File: src/rtl/dfll_pkg.sv
package dfll_pkg;

    typedef enum logic [1:0] {
        ST_OFF,
        ST_ALIGN,
        ST_TRACK,
        ST_SUSPEND
    } dfll_state_e;

endpackage

File: src/rtl/dfll_ref_sync.sv
module dfll_ref_sync (
    input  logic clk,
    input  logic rst_n,
    input  logic tick_in,
    output logic tick_pulse
);

    logic meta_q, sync_q, prev_q;

    always_ff @(posedge clk or negedge rst_n) begin
        if (!rst_n) begin
            meta_q <= 1'b0;
            sync_q <= 1'b0;
            prev_q <= 1'b0;
        end else begin
            meta_q <= tick_in;
            sync_q <= meta_q;
            prev_q <= sync_q;
        end
    end

    assign tick_pulse = sync_q & ~prev_q;

endmodule

File: src/rtl/dfll_idle_timer.sv
module dfll_idle_timer #(
    parameter int IDLE_CYCLES = 144000
) (
    input  logic clk,
    input  logic rst_n,
    input  logic run,
    input  logic activity,
    output logic expired
);

    localparam int TW = $clog2(IDLE_CYCLES + 1);
    localparam logic [TW-1:0] LIMIT = TW'(IDLE_CYCLES);

    logic [TW-1:0] idle_q;

    always_ff @(posedge clk or negedge rst_n) begin
        if (!rst_n) begin
            idle_q <= '0;
        end else if (!run || activity) begin
            idle_q <= '0;
        end else if (idle_q != LIMIT) begin
            idle_q <= idle_q + TW'(1);
        end
    end

    assign expired = (idle_q == LIMIT);

endmodule

File: src/rtl/dfll_period_counter.sv
module dfll_period_counter #(
    parameter int CNT_W = 16
) (
    input  logic             clk,
    input  logic             rst_n,
    input  logic             run,
    input  logic             clear,
    output logic [CNT_W-1:0] count
);

    always_ff @(posedge clk or negedge rst_n) begin
        if (!rst_n) begin
            count <= '0;
        end else if (clear || !run) begin
            count <= '0;
        end else if (count != '1) begin
            count <= count + CNT_W'(1);
        end
    end

endmodule

File: src/rtl/dfll_tuner.sv
module dfll_tuner
    import dfll_pkg::*;
#(
    parameter int CNT_W       = 16,
    parameter int CODE_W      = 7,
    parameter int IDLE_CYCLES = 144000,
    parameter int LOCK_RUN    = 3
) (
    input  logic              clk,
    input  logic              rst_n,
    input  logic              ref_tick,
    input  logic              bus_act,
    input  logic              enable,
    input  logic [CNT_W-1:0]  compare,
    input  logic              sw_wr,
    input  logic [CODE_W-1:0] sw_code,
    output logic [CODE_W-1:0] fine_code,
    output logic              stat_enabled,
    output logic              stat_suspended,
    output logic              stat_locked
);

    localparam logic [CODE_W-1:0] CODE_MID = CODE_W'(1) << (CODE_W - 1);
    localparam logic [CODE_W-1:0] CODE_MIN = CODE_W'(1);
    localparam logic [CODE_W-1:0] CODE_MAX = '1;
    localparam int                RUN_W    = $clog2(LOCK_RUN + 1);
    localparam logic [RUN_W-1:0]  RUN_FULL = RUN_W'(LOCK_RUN);

    dfll_state_e state_q, state_d;
    logic              ref_pulse;
    logic              idle_expired;
    logic [CNT_W-1:0]  period_cnt;
    logic [CNT_W:0]    measured;
    logic [CNT_W:0]    target;
    logic [RUN_W-1:0]  eq_run_q;
    logic [CODE_W-1:0] code_q;

    dfll_ref_sync u_sync (
        .clk        (clk),
        .rst_n      (rst_n),
        .tick_in    (ref_tick),
        .tick_pulse (ref_pulse)
    );

    dfll_idle_timer #(.IDLE_CYCLES(IDLE_CYCLES)) u_idle (
        .clk      (clk),
        .rst_n    (rst_n),
        .run      ((state_q == ST_ALIGN) || (state_q == ST_TRACK)),
        .activity (bus_act || ref_pulse),
        .expired  (idle_expired)
    );

    dfll_period_counter #(.CNT_W(CNT_W)) u_period (
        .clk   (clk),
        .rst_n (rst_n),
        .run   (state_q == ST_TRACK),
        .clear (ref_pulse),
        .count (period_cnt)
    );

    // Cycles since the previous tick, counting the tick cycle itself
    assign measured = {1'b0, period_cnt} + (CNT_W + 1)'(1);
    assign target   = {1'b0, compare};

    // State register
    always_ff @(posedge clk or negedge rst_n) begin
        if (!rst_n) begin
            state_q <= ST_OFF;
        end else begin
            state_q <= state_d;
        end
    end

    // Next-state logic
    always_comb begin
        state_d = state_q;
        if (!enable) begin
            state_d = ST_OFF;
        end else begin
            unique case (state_q)
                ST_OFF:     state_d = ST_ALIGN;
                ST_ALIGN: begin
                    if (ref_pulse)         state_d = ST_TRACK;
                    else if (idle_expired) state_d = ST_SUSPEND;
                end
                ST_TRACK: begin
                    if (!ref_pulse && idle_expired) state_d = ST_SUSPEND;
                end
                ST_SUSPEND: begin
                    if (ref_pulse)    state_d = ST_TRACK;
                    else if (bus_act) state_d = ST_ALIGN;
                end
                default:    state_d = ST_OFF;
            endcase
        end
    end

    // Output process: fine code and lock run
    always_ff @(posedge clk or negedge rst_n) begin
        if (!rst_n) begin
            code_q   <= CODE_MID;
            eq_run_q <= '0;
        end else begin
            unique case (state_q)
                ST_OFF: begin
                    eq_run_q <= '0;
                    if (sw_wr) begin
                        code_q <= (sw_code == '0) ? CODE_MIN : sw_code;
                    end
                end
                ST_TRACK: begin
                    if (ref_pulse) begin
                        if (measured > target) begin
                            eq_run_q <= '0;
                            if (code_q != CODE_MIN) code_q <= code_q - CODE_W'(1);
                        end else if (measured < target) begin
                            eq_run_q <= '0;
                            if (code_q != CODE_MAX) code_q <= code_q + CODE_W'(1);
                        end else if (eq_run_q != RUN_FULL) begin
                            eq_run_q <= eq_run_q + RUN_W'(1);
                        end
                    end
                end
                default: eq_run_q <= '0;
            endcase
        end
    end

    assign fine_code      = code_q;
    assign stat_enabled   = (state_q != ST_OFF);
    assign stat_suspended = (state_q == ST_SUSPEND);
    assign stat_locked    = (state_q == ST_TRACK) && (eq_run_q == RUN_FULL);

endmodule

File: config.mk
export PLATFORM = sky130hd
export DESIGN_NAME = dfll_tuner
export DESIGN_NICKNAME = d
export VERILOG_FILES = /design/src/rtl/dfll_pkg.sv /design/src/rtl/dfll_ref_sync.sv /design/src/rtl/dfll_idle_timer.sv /design/src/rtl/dfll_period_counter.sv /design/src/rtl/dfll_tuner.sv
export SDC_FILE = /design/constraint.sdc
export NUM_CORES = 1
export LEC_CHECK = 0
export BUFFER_PORTS_ARGS = -buffer_cell sky130_fd_sc_hd__buf_2
export CAP_MARGIN = 10
export CELL_PAD_IN_SITES_DETAIL_PLACEMENT = 0
export CELL_PAD_IN_SITES_GLOBAL_PLACEMENT = 1
export CORE_UTILIZATION = 36
export CTS_CLUSTER_SIZE = 20
export DETAILED_ROUTE_END_ITERATION = 8
export PLACE_DENSITY_LB_ADDON = 0.1
export SETUP_SLACK_MARGIN = 0.05
export SYNTH_ARGS = -nofsm -noshare
export SYNTH_HDL_FRONTEND = slang
export SYNTH_SLANG_ARGS = --single-unit
File: constraint.sdc
create_clock -name clk -period 3.4 [get_ports clk]
set_input_delay 0.68 -clock clk [delete_from_list [all_inputs] [get_ports clk]]
set_output_delay 0.68 -clock clk [all_outputs]
set_load 0.05 [all_outputs]
==> flow_metrics.env, run 1 <==
export IMPL_status="finished, final reports clean"
export IMPL_hold_path_depth=0
export IMPL_synthTopCellsByArea="dfrtp_1, ha_1, nor2_1"
export IMPL_fin_crit_ps=3371
export IMPL_yosys_area_top_type="dfrtp_1"
export IMPL_cts_buffers=5
export IMPL_max_cap_viol_count=0
export IMPL_yosysMostFrequentCell="dfrtp_1"
export IMPL_worst_hold_path_type="flip-flop to flip-flop"
export IMPL_synth_ff_type="dfrtp_1"
export IMPL_worst_slack_ps=29.46
export IMPL_dieHeight_um=97.41
export IMPL_port_buffers=38
export IMPL_fin_crit_sh=0.9913
export IMPL_dp_final_hpwl_mm=5.920
export IMPL_final_area_mm2=0.003993
export IMPL_p_total_mw=2.023
export IMPL_maxSlewViolCount=0
export IMPL_path_class="flip-flop to flip-flop"
export IMPL_io_pins=39
export IMPL_drc=0
export IMPL_syn_cell_area_mm2=0.003277
export IMPL_cts_buffer_depth=2
export IMPL_synth_adder_area_share=0.1031
export IMPL_worstMarginPinSlew_ps=739.1
export IMPL_wl_mm=7.859
export IMPL_rsz0062_at_grt="true"
export IMPL_yosys_area_share_xor_xnor=0.07216
export IMPL_fp_dieArea_mm2=0.009488
export IMPL_post_drt_wl_per_cell_um=14.50
export IMPL_synth_commonest_cells="dfrtp_1, nor2_1, inv_1, ha_1, nand2_1"
export IMPL_synth_cell_types=54
export IMPL_cts_tree="yes"
export IMPL_grt_pass1_vias=2823
export IMPL_final_cells=542
export IMPL_syn_to_final_growth_pct=21.84
export IMPL_crit_slowest_cell="a311o_2"
export IMPL_setup_viol=0
export IMPL_async_reset_ff_frac=1.000
export IMPL_antennaDiodeCount=0
export IMPL_start_util=0.3739
export IMPL_end_kind="flip-flop"
export IMPL_crit_buf_inv=1
export IMPL_avgSynthCellArea_um2=8.856
export IMPL_path_cells="ha_2 > buf_4 > and2_1 > nand2_1 > xnor2_2 > ha_1 > and4_1 > a21oi_1 > o211ai_1 > a211o_1 > a311o_2 > a2111o_1 > and3_1"
export IMPL_worstPathMaxFanout=7
export IMPL_grt_max_degree=33
export IMPL_drive_gt1_frac=0.2442
export IMPL_synth_area_mux_share=0.009164
export IMPL_yosys_area_share_simple=0.2459
export IMPL_synth_top_area_frac=0.3589
export IMPL_cts_hold_buf=0
export IMPL_post_place_ws_ps=-26.80
export IMPL_hold_viol_final=0
export IMPL_power_density_mw_per_mm2=506.7
export IMPL_gr_total_overflow=0
export IMPL_place_area_mm2=0.003757
export IMPL_worstSkewPairLatency_ps=300
export IMPL_synthCells=370
export IMPL_vdd_ir_drop_max_mv=0.3781
export IMPL_grt_pass1_wl_mm=13.33
export IMPL_reg2reg_depth=13
export IMPL_clock_skew_ps=3.747
export IMPL_clock_sinks=48
export IMPL_drtIter0Drc=125
export IMPL_critical_path_depth=13
export IMPL_hold_ws_ps=353.5
export IMPL_p_leak_nw=1.898
export IMPL_max_freq_mhz=296.7
export IMPL_yosysSeqAreaShare=0.3669
export IMPL_finalNetCount=490
export IMPL_synth_compound_area_frac=0.1516
export IMPL_antenna_found_initial=0
export IMPL_ant_nets=0
export IMPL_worstPathRequired_ps=3590
export IMPL_slew_headroom=0.5058
export IMPL_startpoint_type="flip-flop"
export IMPL_vias=2876
export IMPL_yosys_warnings=0
export IMPL_synth_top_family_by_area="simple AND/OR/NAND/NOR gates"
export IMPL_dp_cells=533
export IMPL_grtUsageTotal=0.1730
export IMPL_via_per_inst=5.306
export IMPL_cts_clk_slew_worst_paths_ps=90
export IMPL_row_count=34
export IMPL_globalplace_congestion=0.7855
export IMPL_arrival_ps=3560
export IMPL_crit_family="compound AO/OA/AOI/OAI gates"
export IMPL_ys_seq_elements=48
export IMPL_syn_num_nets=426
export IMPL_clock_root_buffer="clkbuf_8"
export IMPL_coreArea_mm2=0.008763
export IMPL_synth_edf_count=0
export IMPL_cpPeakStageDelay_ps=460
export IMPL_die_w_um=97.41
export IMPL_dr_pass1_iters=4
export IMPL_htreeDepth=2
## timing repair
action,in CTS,in global routing
gates resized for setup,3,17
pin swaps,2,7
setup buffers,1,1
endpoints found under the setup margin,3,7
cloned,0,0
## area by class of cell
| class | count | area [um^2] |
|---|---|---|
| clock buffer | 5 | 68.82 |
| multi-input combinational | 280 | 1998 |
| tap | 108 | 135.1 |
| sequential | 48 | 1202 |
| fill | 901 | 4771 |
| inverter | 32 | 120.1 |
| clock inverter | 2 | 60.06 |
| timing repair buffer | 67 | 407.9 |
## cell usage in the layout (no fill, tap or decap), types with 7 or more instances in the layout
| cell type | netlist | final |
|---|---|---|
| dfrtp_1 | 47 | 47 |
| nor2_1 | 42 | 42 |
| buf_2 | 2 | 38 |
| inv_1 | 32 | 32 |
| buf_4 | 0 | 29 |
| nand2_1 | 27 | 25 |
| ha_1 | 27 | 25 |
| nand3_1 | 18 | 18 |
| a21oi_1 | 20 | 18 |
| xor2_1 | 14 | 14 |
| nand4_1 | 13 | 13 |
| o21ai_0 | 13 | 12 |
| xnor2_1 | 13 | 11 |
| nor3_1 | 10 | 9 |
| and3_1 | 10 | 8 |
| o21ba_2 | 7 | 7 |
## worst paths after layout
kind	from	end	slack (ps)
hold / removal	u_sync.meta_q	u_sync.sync_q	350
max in group asynchronous	rst_n	fine_code[0]	2230
hold reg to reg	u_sync.meta_q	u_sync.sync_q	350
setup reg to reg	u_period.count[0]	fine_code[3]	30
setup / recovery	u_period.count[0]	fine_code[3]	30
min in group asynchronous	rst_n	u_idle.idle_q[8]	440
## routing by layer
layer / track usage / up-vias / wire length [um]
met3: 0.02446 / 11 / 214
met5: 0 / - / 0
met2: 0.2883 / 47 / 3832
met1: 0.2344 / 1370 / 3711
li1: - / 1448 / -
met4: 0.04638 / 0 / 100
## flip-flops by register name, summed over array words and instances, names as in the netlist
register and flops:
fine_code 7, u_sync.sync_q 1, eq_run_q 2, u_idle.idle_q 18, u_period.count 16, u_sync.meta_q 1
u_sync.prev_q 1, state_q 2
## per-stage QoR
| step | setup TNS (ps) | utilization |
|---|---|---|
| 2_1_floorplan | 0 | - |
| 3_3_place_gp | 0 | 0.4288 |
| 3_5_place_dp | -26.80 | 0.4288 |
| 4_1_cts | 0 | 0.4450 |
| 5_1_grt | -589.5 | 0.4556 |
| 6_report | 0 | 0.4556 |
## worst reg2reg max path: stages, from the launching register on
cell	delay, ps
dfrtp_1	400
ha_2	200
buf_4	130
and2_1	170
nand2_1	130
xnor2_2	140
ha_1	270
and4_1	210
a21oi_1	150
o211ai_1	210
a211o_1	330
a311o_2	460
a2111o_1	310
and3_1	170
## where the power goes
group / internal [mW] / switching [mW]
clock network: 0.290 / 0.191
logic: 0.266 / 0.528
registers: 0.640 / 0.109
total: 1.20 / 0.827
## logic make-up (layout without fill, tap and decap cells)
kind of cell | count (synthesis) | in the layout
adder cells (fa/ha/maj) | 27 | 27
flip-flops | 48 | 48
AO/OA/AOI/OAI | 70 | 70
multiplexers | 3 | 3
buffers and inverters | 42 | 106
AND/OR/NAND/NOR | 153 | 153
XOR/XNOR | 27 | 27
(Power assumes the default switching activity.)
==> run 2: changes to the inputs <==
--- a/config.mk
+++ b/config.mk
@@ -5,13 +5,13 @@
 export SDC_FILE = /design/constraint.sdc
 export NUM_CORES = 1
 export LEC_CHECK = 0
-export BUFFER_PORTS_ARGS = -buffer_cell sky130_fd_sc_hd__buf_2
 export CAP_MARGIN = 10
 export CELL_PAD_IN_SITES_DETAIL_PLACEMENT = 0
 export CELL_PAD_IN_SITES_GLOBAL_PLACEMENT = 1
 export CORE_UTILIZATION = 36
 export CTS_CLUSTER_SIZE = 20
 export DETAILED_ROUTE_END_ITERATION = 8
+export DONT_BUFFER_PORTS = 1
 export PLACE_DENSITY_LB_ADDON = 0.1
 export SETUP_SLACK_MARGIN = 0.05
 export SYNTH_ARGS = -nofsm -noshare
==> run 2 against run 1 <==
Net effect: sequential share of layout area up 0.83 points; flip-flop and latch count unchanged; sequential power down 1%; wire length down 1.3%; clock-buffer cell count up 1; largest cell class unchanged; combinational power down 2%; final cell count down 5.7%; via count down 6.5%; largest power group unchanged; highest routed layer unchanged; maximum frequency up 1.2%.
==> flow_metrics.env, run 2 (synthesized netlist as in run 1, its figures left out) <==
export IMPL_start_util=0.3739
export IMPL_worst_hold_path_type="primary input to async pin"
export IMPL_grt_met2_usage=0.2776
export IMPL_cts_tree="yes"
export IMPL_clock_sinks=48
export IMPL_post_drt_wl_per_cell_um=15.18
export IMPL_drtIter0Drc=122
export IMPL_dieHeight_um=97.41
export IMPL_globalplace_congestion=0.7877
export IMPL_worstPathMaxFanout=7
export IMPL_syn_to_final_growth_pct=18.56
export IMPL_die_w_um=97.41
export IMPL_multiInputGateArea_mm2=0.002057
export IMPL_grtUsageMet3=0.03022
export IMPL_cts_hold_buf=0
export IMPL_fp_dieArea_mm2=0.009488
export IMPL_p_leak_nw=1.851
export IMPL_coreArea_mm2=0.008763
export IMPL_startpoint_type="flip-flop"
export IMPL_antenna_found_initial=0
export IMPL_drc=0
export IMPL_fin_crit_sh=0.9793
export IMPL_regMostFlops="u_idle.idle_q"
export IMPL_dp_final_hpwl_mm=5.669
export IMPL_clock_skew_ps=8.844
export IMPL_dr_pass1_iters=4
export IMPL_gr_total_overflow=0
export IMPL_rsz0062_at_grt="true"
export IMPL_max_freq_mhz=300.3
export IMPL_path_class="flip-flop to flip-flop"
export IMPL_fin_setup_tns_ps=0
export IMPL_clock_root_buffer="clkbuf_8"
export IMPL_vdd_ir_drop_max_mv=0.4112
export IMPL_row_count=34
export IMPL_fillers=877
export IMPL_status="finished, final reports clean"
export IMPL_power_density_mw_per_mm2=498.0
export IMPL_grt_max_degree=49
export IMPL_dp_cells=493
export IMPL_final_area_mm2=0.003885
export IMPL_htreeDepth=2
export IMPL_grt_busiest_layer="met2"
export IMPL_arrival_ps=3520
export IMPL_hold_viol_final=0
export IMPL_drive_gt1_frac=0.2035
export IMPL_maxSlewViolCount=0
export IMPL_antennaDiodeCount=0
export IMPL_hold_ws_ps=57.69
export IMPL_largest_reg_flops=18
export IMPL_port_buffers=0
export IMPL_slew_headroom=0.5229
export IMPL_worstMarginPinSlew_ps=713.5
export IMPL_gr_usage_met1=0.2380
export IMPL_fin_crit_ps=3330
export IMPL_ant_nets=0
export IMPL_grt_pass1_wl_mm=13.28
export IMPL_setup_viol=0
export IMPL_grt_pass1_vias=2736
export IMPL_worstPathRequired_ps=3590
export IMPL_cts_clk_slew_worst_paths_ps=90
export IMPL_end_kind="flip-flop"
export IMPL_final_cells=511
export IMPL_wl_mm=7.758
export IMPL_grtUsageTotal=0.1711
export IMPL_place_area_mm2=0.003552
export IMPL_p_total_mw=1.935
export IMPL_max_cap_viol_count=0
export IMPL_seqCellArea_mm2=0.001202
export IMPL_cts_buffers=5
export IMPL_final_common_cell="dfrtp_1"
export IMPL_final_cell_mix="dfrtp_1, nor2_1, buf_4"
export IMPL_vias=2688
export IMPL_worstSkewPairLatency_ps=300
export IMPL_finalNetCount=458
export IMPL_via_per_inst=5.260
export IMPL_io_pins=39
export IMPL_cts_buffer_depth=2
[run 2: cell types whose count changed in the layout (fill, tap and decap cells not counted), moves of 3 or more]
cell	change
nand3_2	+3
buf_4	+6
nand3_1	-3
buf_2	-38
nand2_4	+3
[run 2: layer usage]
layer,wire length [um],up-vias
li1,-,1379
met1,3896,1264
met2,3567,41
met3,247,4
met4,46,0
met5,0,-
[run 2: metrics by stage]
stage | util | worst slack [ps]
5_1_grt | 0.4433 | -65.01
6_report | 0.4433 | 70.43
3_3_place_gp | 0.4053 | 27.01
2_1_floorplan | - | 93.59
4_1_cts | 0.4272 | 56.64
3_5_place_dp | 0.4053 | -32.55
[run 2: worst paths after layout]
| kind | start | to | slack (ps) | cells after the start |
|---|---|---|---|---|
| setup / recovery | u_period.count[1] | fine_code[3] | 70 | 13 |
| max in group asynchronous | rst_n | fine_code[6] | 3150 | 0 |
| hold reg to reg | u_sync.meta_q | u_sync.sync_q | 360 | 0 |
| min in group clk | u_sync.meta_q | u_sync.sync_q | 360 | 0 |
| setup reg to reg | u_period.count[1] | fine_code[3] | 70 | 13 |
| hold / removal | rst_n | u_idle.idle_q[9] | 60 | 0 |
[run 2: power by group]
group,internal [mW],switching [mW]
Sequential,0.641,0.0984
Combinational,0.260,0.521
Clock,0.219,0.197
Total,1.12,0.816
[run 2: critical path, stage by stage (launching register included)]
cell and delay, ps:
dfrtp_1 420, ha_4 190, buf_4 130, and2_4 140, nand2_1 100, xnor2_2 130
ha_1 260, and4_1 210, a21oi_1 150, o211ai_1 200, a211o_1 350, a311o_2 450
a2111o_1 350, and3_1 140
[run 2: area by class of cell]
| class | count | area share |
|---|---|---|
| Sequential cell | 48 | 0.3095 |
| Clock buffer | 6 | 0.01868 |
| Clock inverter | 2 | 0.009018 |
| Multi-Input combinational cell | 280 | 0.5295 |
| Tap cell | 108 | 0.03478 |
| Inverter | 32 | 0.03092 |
| Timing Repair Buffer | 35 | 0.06763 |
[run 2: timing repair]
| item | CTS | global route |
|---|---|---|
| resized for setup | 11 | 21 |
| buffers inserted | 4 | 6 |
| setup endpoints to repair | 5 | 7 |
| pin swaps | 4 | 23 |
| hold endpoints to repair | 0 | 0 |
| cloned | 0 | 0 |
==> run 3: changes to the inputs <==
--- a/config.mk
+++ b/config.mk
@@ -8,12 +8,14 @@
 export CAP_MARGIN = 10
 export CELL_PAD_IN_SITES_DETAIL_PLACEMENT = 0
 export CELL_PAD_IN_SITES_GLOBAL_PLACEMENT = 1
-export CORE_UTILIZATION = 36
+export CORE_UTILIZATION = 44
+export CTS_BUF_LIST = sky130_fd_sc_hd__clkbuf_8 sky130_fd_sc_hd__clkbuf_16
 export CTS_CLUSTER_SIZE = 20
 export DETAILED_ROUTE_END_ITERATION = 8
 export DONT_BUFFER_PORTS = 1
 export PLACE_DENSITY_LB_ADDON = 0.1
 export SETUP_SLACK_MARGIN = 0.05
+export SKIP_CTS_REPAIR_TIMING = 1
 export SYNTH_ARGS = -nofsm -noshare
 export SYNTH_HDL_FRONTEND = slang
 export SYNTH_SLANG_ARGS = --single-unit
==> run 3 against run 2 <==
Net effect: clock skew grew 11 ps; cell area decreased by 3.5%; largest power group is now sequential cells; highest routed layer unchanged; the flow now finishes with violations (setup timing); clock-buffer cell count did not move; flip-flop and latch count unchanged; core utilization rose by 7.6 points.
==> flow_metrics.env, run 3 (synthesized netlist as in run 1, its figures left out) <==
export IMPL_cp_startpoint="u_period.count[5]"
export IMPL_hold_viol_final=0
export IMPL_p_total_mw=1.949
export IMPL_rsz0062_at_grt="true"
export IMPL_power_density_mw_per_mm2=520.2
export IMPL_arrival_ps=3640
export IMPL_cts_clk_slew_worst_paths_ps=110
export IMPL_fin_crit_sh=1.012
export IMPL_port_buffers=0
export IMPL_path_cells="nand4_1 > buf_4 > buf_4 > nor4_2 > buf_4 > nand2_1 > xnor2_1 > ha_1 > nand3_2 > nor3_2 > buf_4 > a211o_1 > a311o_2 > a2111o_1 > and3_1"
export IMPL_clock_root_buffer="clkbuf_8"
export IMPL_gr_total_overflow=0
export IMPL_max_cap_viol_count=0
export IMPL_crit_family="compound AO/OA/AOI/OAI gates"
export IMPL_clock_sinks=48
export IMPL_clock_skew_ps=19.98
export IMPL_htreeDepth=2
export IMPL_vias=2690
export IMPL_crit_buf_inv=4
export IMPL_antenna_found_initial=0
export IMPL_clkPwrFrac=0.230
export IMPL_dieHeight_um=88.30
export IMPL_regMostFlops="u_idle.idle_q"
export IMPL_syn_to_final_growth_pct=14.36
export IMPL_worstMarginPinSlew_ps=732.4
export IMPL_maxSlewViolCount=0
export IMPL_path_class="flip-flop to flip-flop"
export IMPL_multiInputGateArea_mm2=0.001992
export IMPL_grt_pass1_vias=2572
export IMPL_r2r_start="u_period.count[5]"
export IMPL_cts_buffer_depth=2
export IMPL_final_common_cell="dfrtp_1"
export IMPL_ant_nets=0
export IMPL_p_sw_frac=0.4205
export IMPL_drtIter0Drc=82
export IMPL_worstPathRequired_ps=3600
export IMPL_post_drt_wl_per_cell_um=14.85
export IMPL_via_per_inst=5.467
export IMPL_critPathMostFrequentCell="buf_4"
export IMPL_grt_max_degree=49
export IMPL_worstSkewPairLatency_ps=310
export IMPL_drive_gt1_frac=0.1628
export IMPL_coreArea_mm2=0.007214
export IMPL_timing_rr_end="fine_code[3]"
export IMPL_crit_slowest_cell="a311o_2"
export IMPL_max_freq_mhz=290.6
export IMPL_critical_path_depth=15
export IMPL_antennaDiodeCount=0
export IMPL_p_leak_nw=1.709
export IMPL_p_switching_uw=819.6
export IMPL_dp_final_hpwl_mm=5.345
export IMPL_worstPathMaxFanout=7
export IMPL_cpPeakStageDelay_ps=440
export IMPL_dr_pass1_iters=4
export IMPL_p_comb_frac=0.374
export IMPL_startpoint_type="flip-flop"
export IMPL_status="complete, but fails checks"
export IMPL_cts_tree="yes"
export IMPL_setup_viol=2
export IMPL_cts_buffers=5
export IMPL_worst_hold_path_type="primary input to async pin"
export IMPL_grt_pass1_wl_mm=12.09
export IMPL_slew_headroom=0.5103
export IMPL_internal_power_mw=1.130
export IMPL_post_place_ws_ps=-11.34
export IMPL_end_kind="flip-flop"
export IMPL_final_cell_mix="dfrtp_1, nor2_1, inv_1"
export IMPL_start_util=0.4542
export IMPL_globalplace_congestion=0.8271
export IMPL_cp_endpoint="fine_code[3]"
export IMPL_seqCellArea_mm2=0.001202
export IMPL_die_w_um=88.30
export IMPL_largest_reg_flops=18
export IMPL_fin_crit_ps=3441
export IMPL_row_count=31
export IMPL_vdd_ir_drop_max_mv=0.4637
export IMPL_reg2reg_slack_ps=-40
export IMPL_io_pins=39
export IMPL_seqPwrFrac=0.397
export IMPL_wl_mm=7.305
export IMPL_reg2reg_depth=15
export IMPL_grtUsageTotal=0.2003
export IMPL_finalNetCount=448
export IMPL_fillers=695
export IMPL_fp_dieArea_mm2=0.007797
export IMPL_drc=0
export IMPL_violations="setup timing"
export IMPL_worst_slack_ps=-40.70
[run 3: metal layers]
metal | vias to the layer above | track usage | part of all wire | wire length [um]
met5 | - | 0 | 0 | 0
met4 | 0 | 0.03959 | 0.0096 | 70
met3 | 6 | 0.03172 | 0.024 | 177
met2 | 41 | 0.3287 | 0.47 | 3426
met1 | 1282 | 0.2807 | 0.50 | 3631
li1 | 1361 | - | - | -
[run 3: power groups by stage]
stage,clock (mW),combinational [mW],sequential [mW]
4_1_cts,0.460,0.711,0.768
2_1_floorplan,0,0.438,0.865
6_report,0.447,0.728,0.773
3_3_place_gp,0,0.708,0.779
5_1_grt,0.484,0.811,0.783
3_5_place_dp,0,0.707,0.779
[run 3: per-stage QoR]
| stage | instance area (um^2) | util | std cells | TNS [ps] | hold slack, ps |
|---|---|---|---|---|---|
| floorplan | 3277 | - | 370 | 0 | 331.2 |
| global placement | 3503 | 0.4856 | 479 | 0 | 340.4 |
| CTS | 3625 | 0.5024 | 487 | -56.71 | 42.57 |
| detailed placement | 3503 | 0.4856 | 479 | -11.34 | 334.7 |
| global route | 3747 | 0.5194 | 492 | -1004 | 25.34 |
| finish | 3747 | 0.5194 | 492 | -51.07 | 51.22 |
[run 3: cell type report]
class,instances,share of cell area
clock buffers,6,0.02204
multi-input cells,280,0.5316
inverters,32,0.03205
flip-flops and latches,48,0.3209
clock inverters,2,0.01035
well taps,99,0.03306
repair buffers,25,0.05008
[run 3: how the worst min path moves through the flow]
stage                     cells past startpoint          start  slack (ps)                 end
after floorplan                               0  u_sync.meta_q         330       u_sync.sync_q
after global placement                        0  u_sync.meta_q         340       u_sync.sync_q
after detailed placement                      0  u_sync.meta_q         330       u_sync.sync_q
after CTS                                     0          rst_n          40  u_period.count[12]
after global routing                          0          rst_n          30  u_period.count[12]
final                                         0          rst_n          50  u_period.count[12]
[run 3: worst register-to-register path, cell delays in order, from the launching register on]
cell      delay [ps]
dfrtp_1          370
nand4_1          150
buf_4            170
buf_4            130
nor4_2           220
buf_4            170
nand2_1          100
xnor2_1          150
ha_1             350
nand3_2          120
nor3_2            40
buf_4            150
a211o_1          310
a311o_2          440
a2111o_1         290
and3_1           160
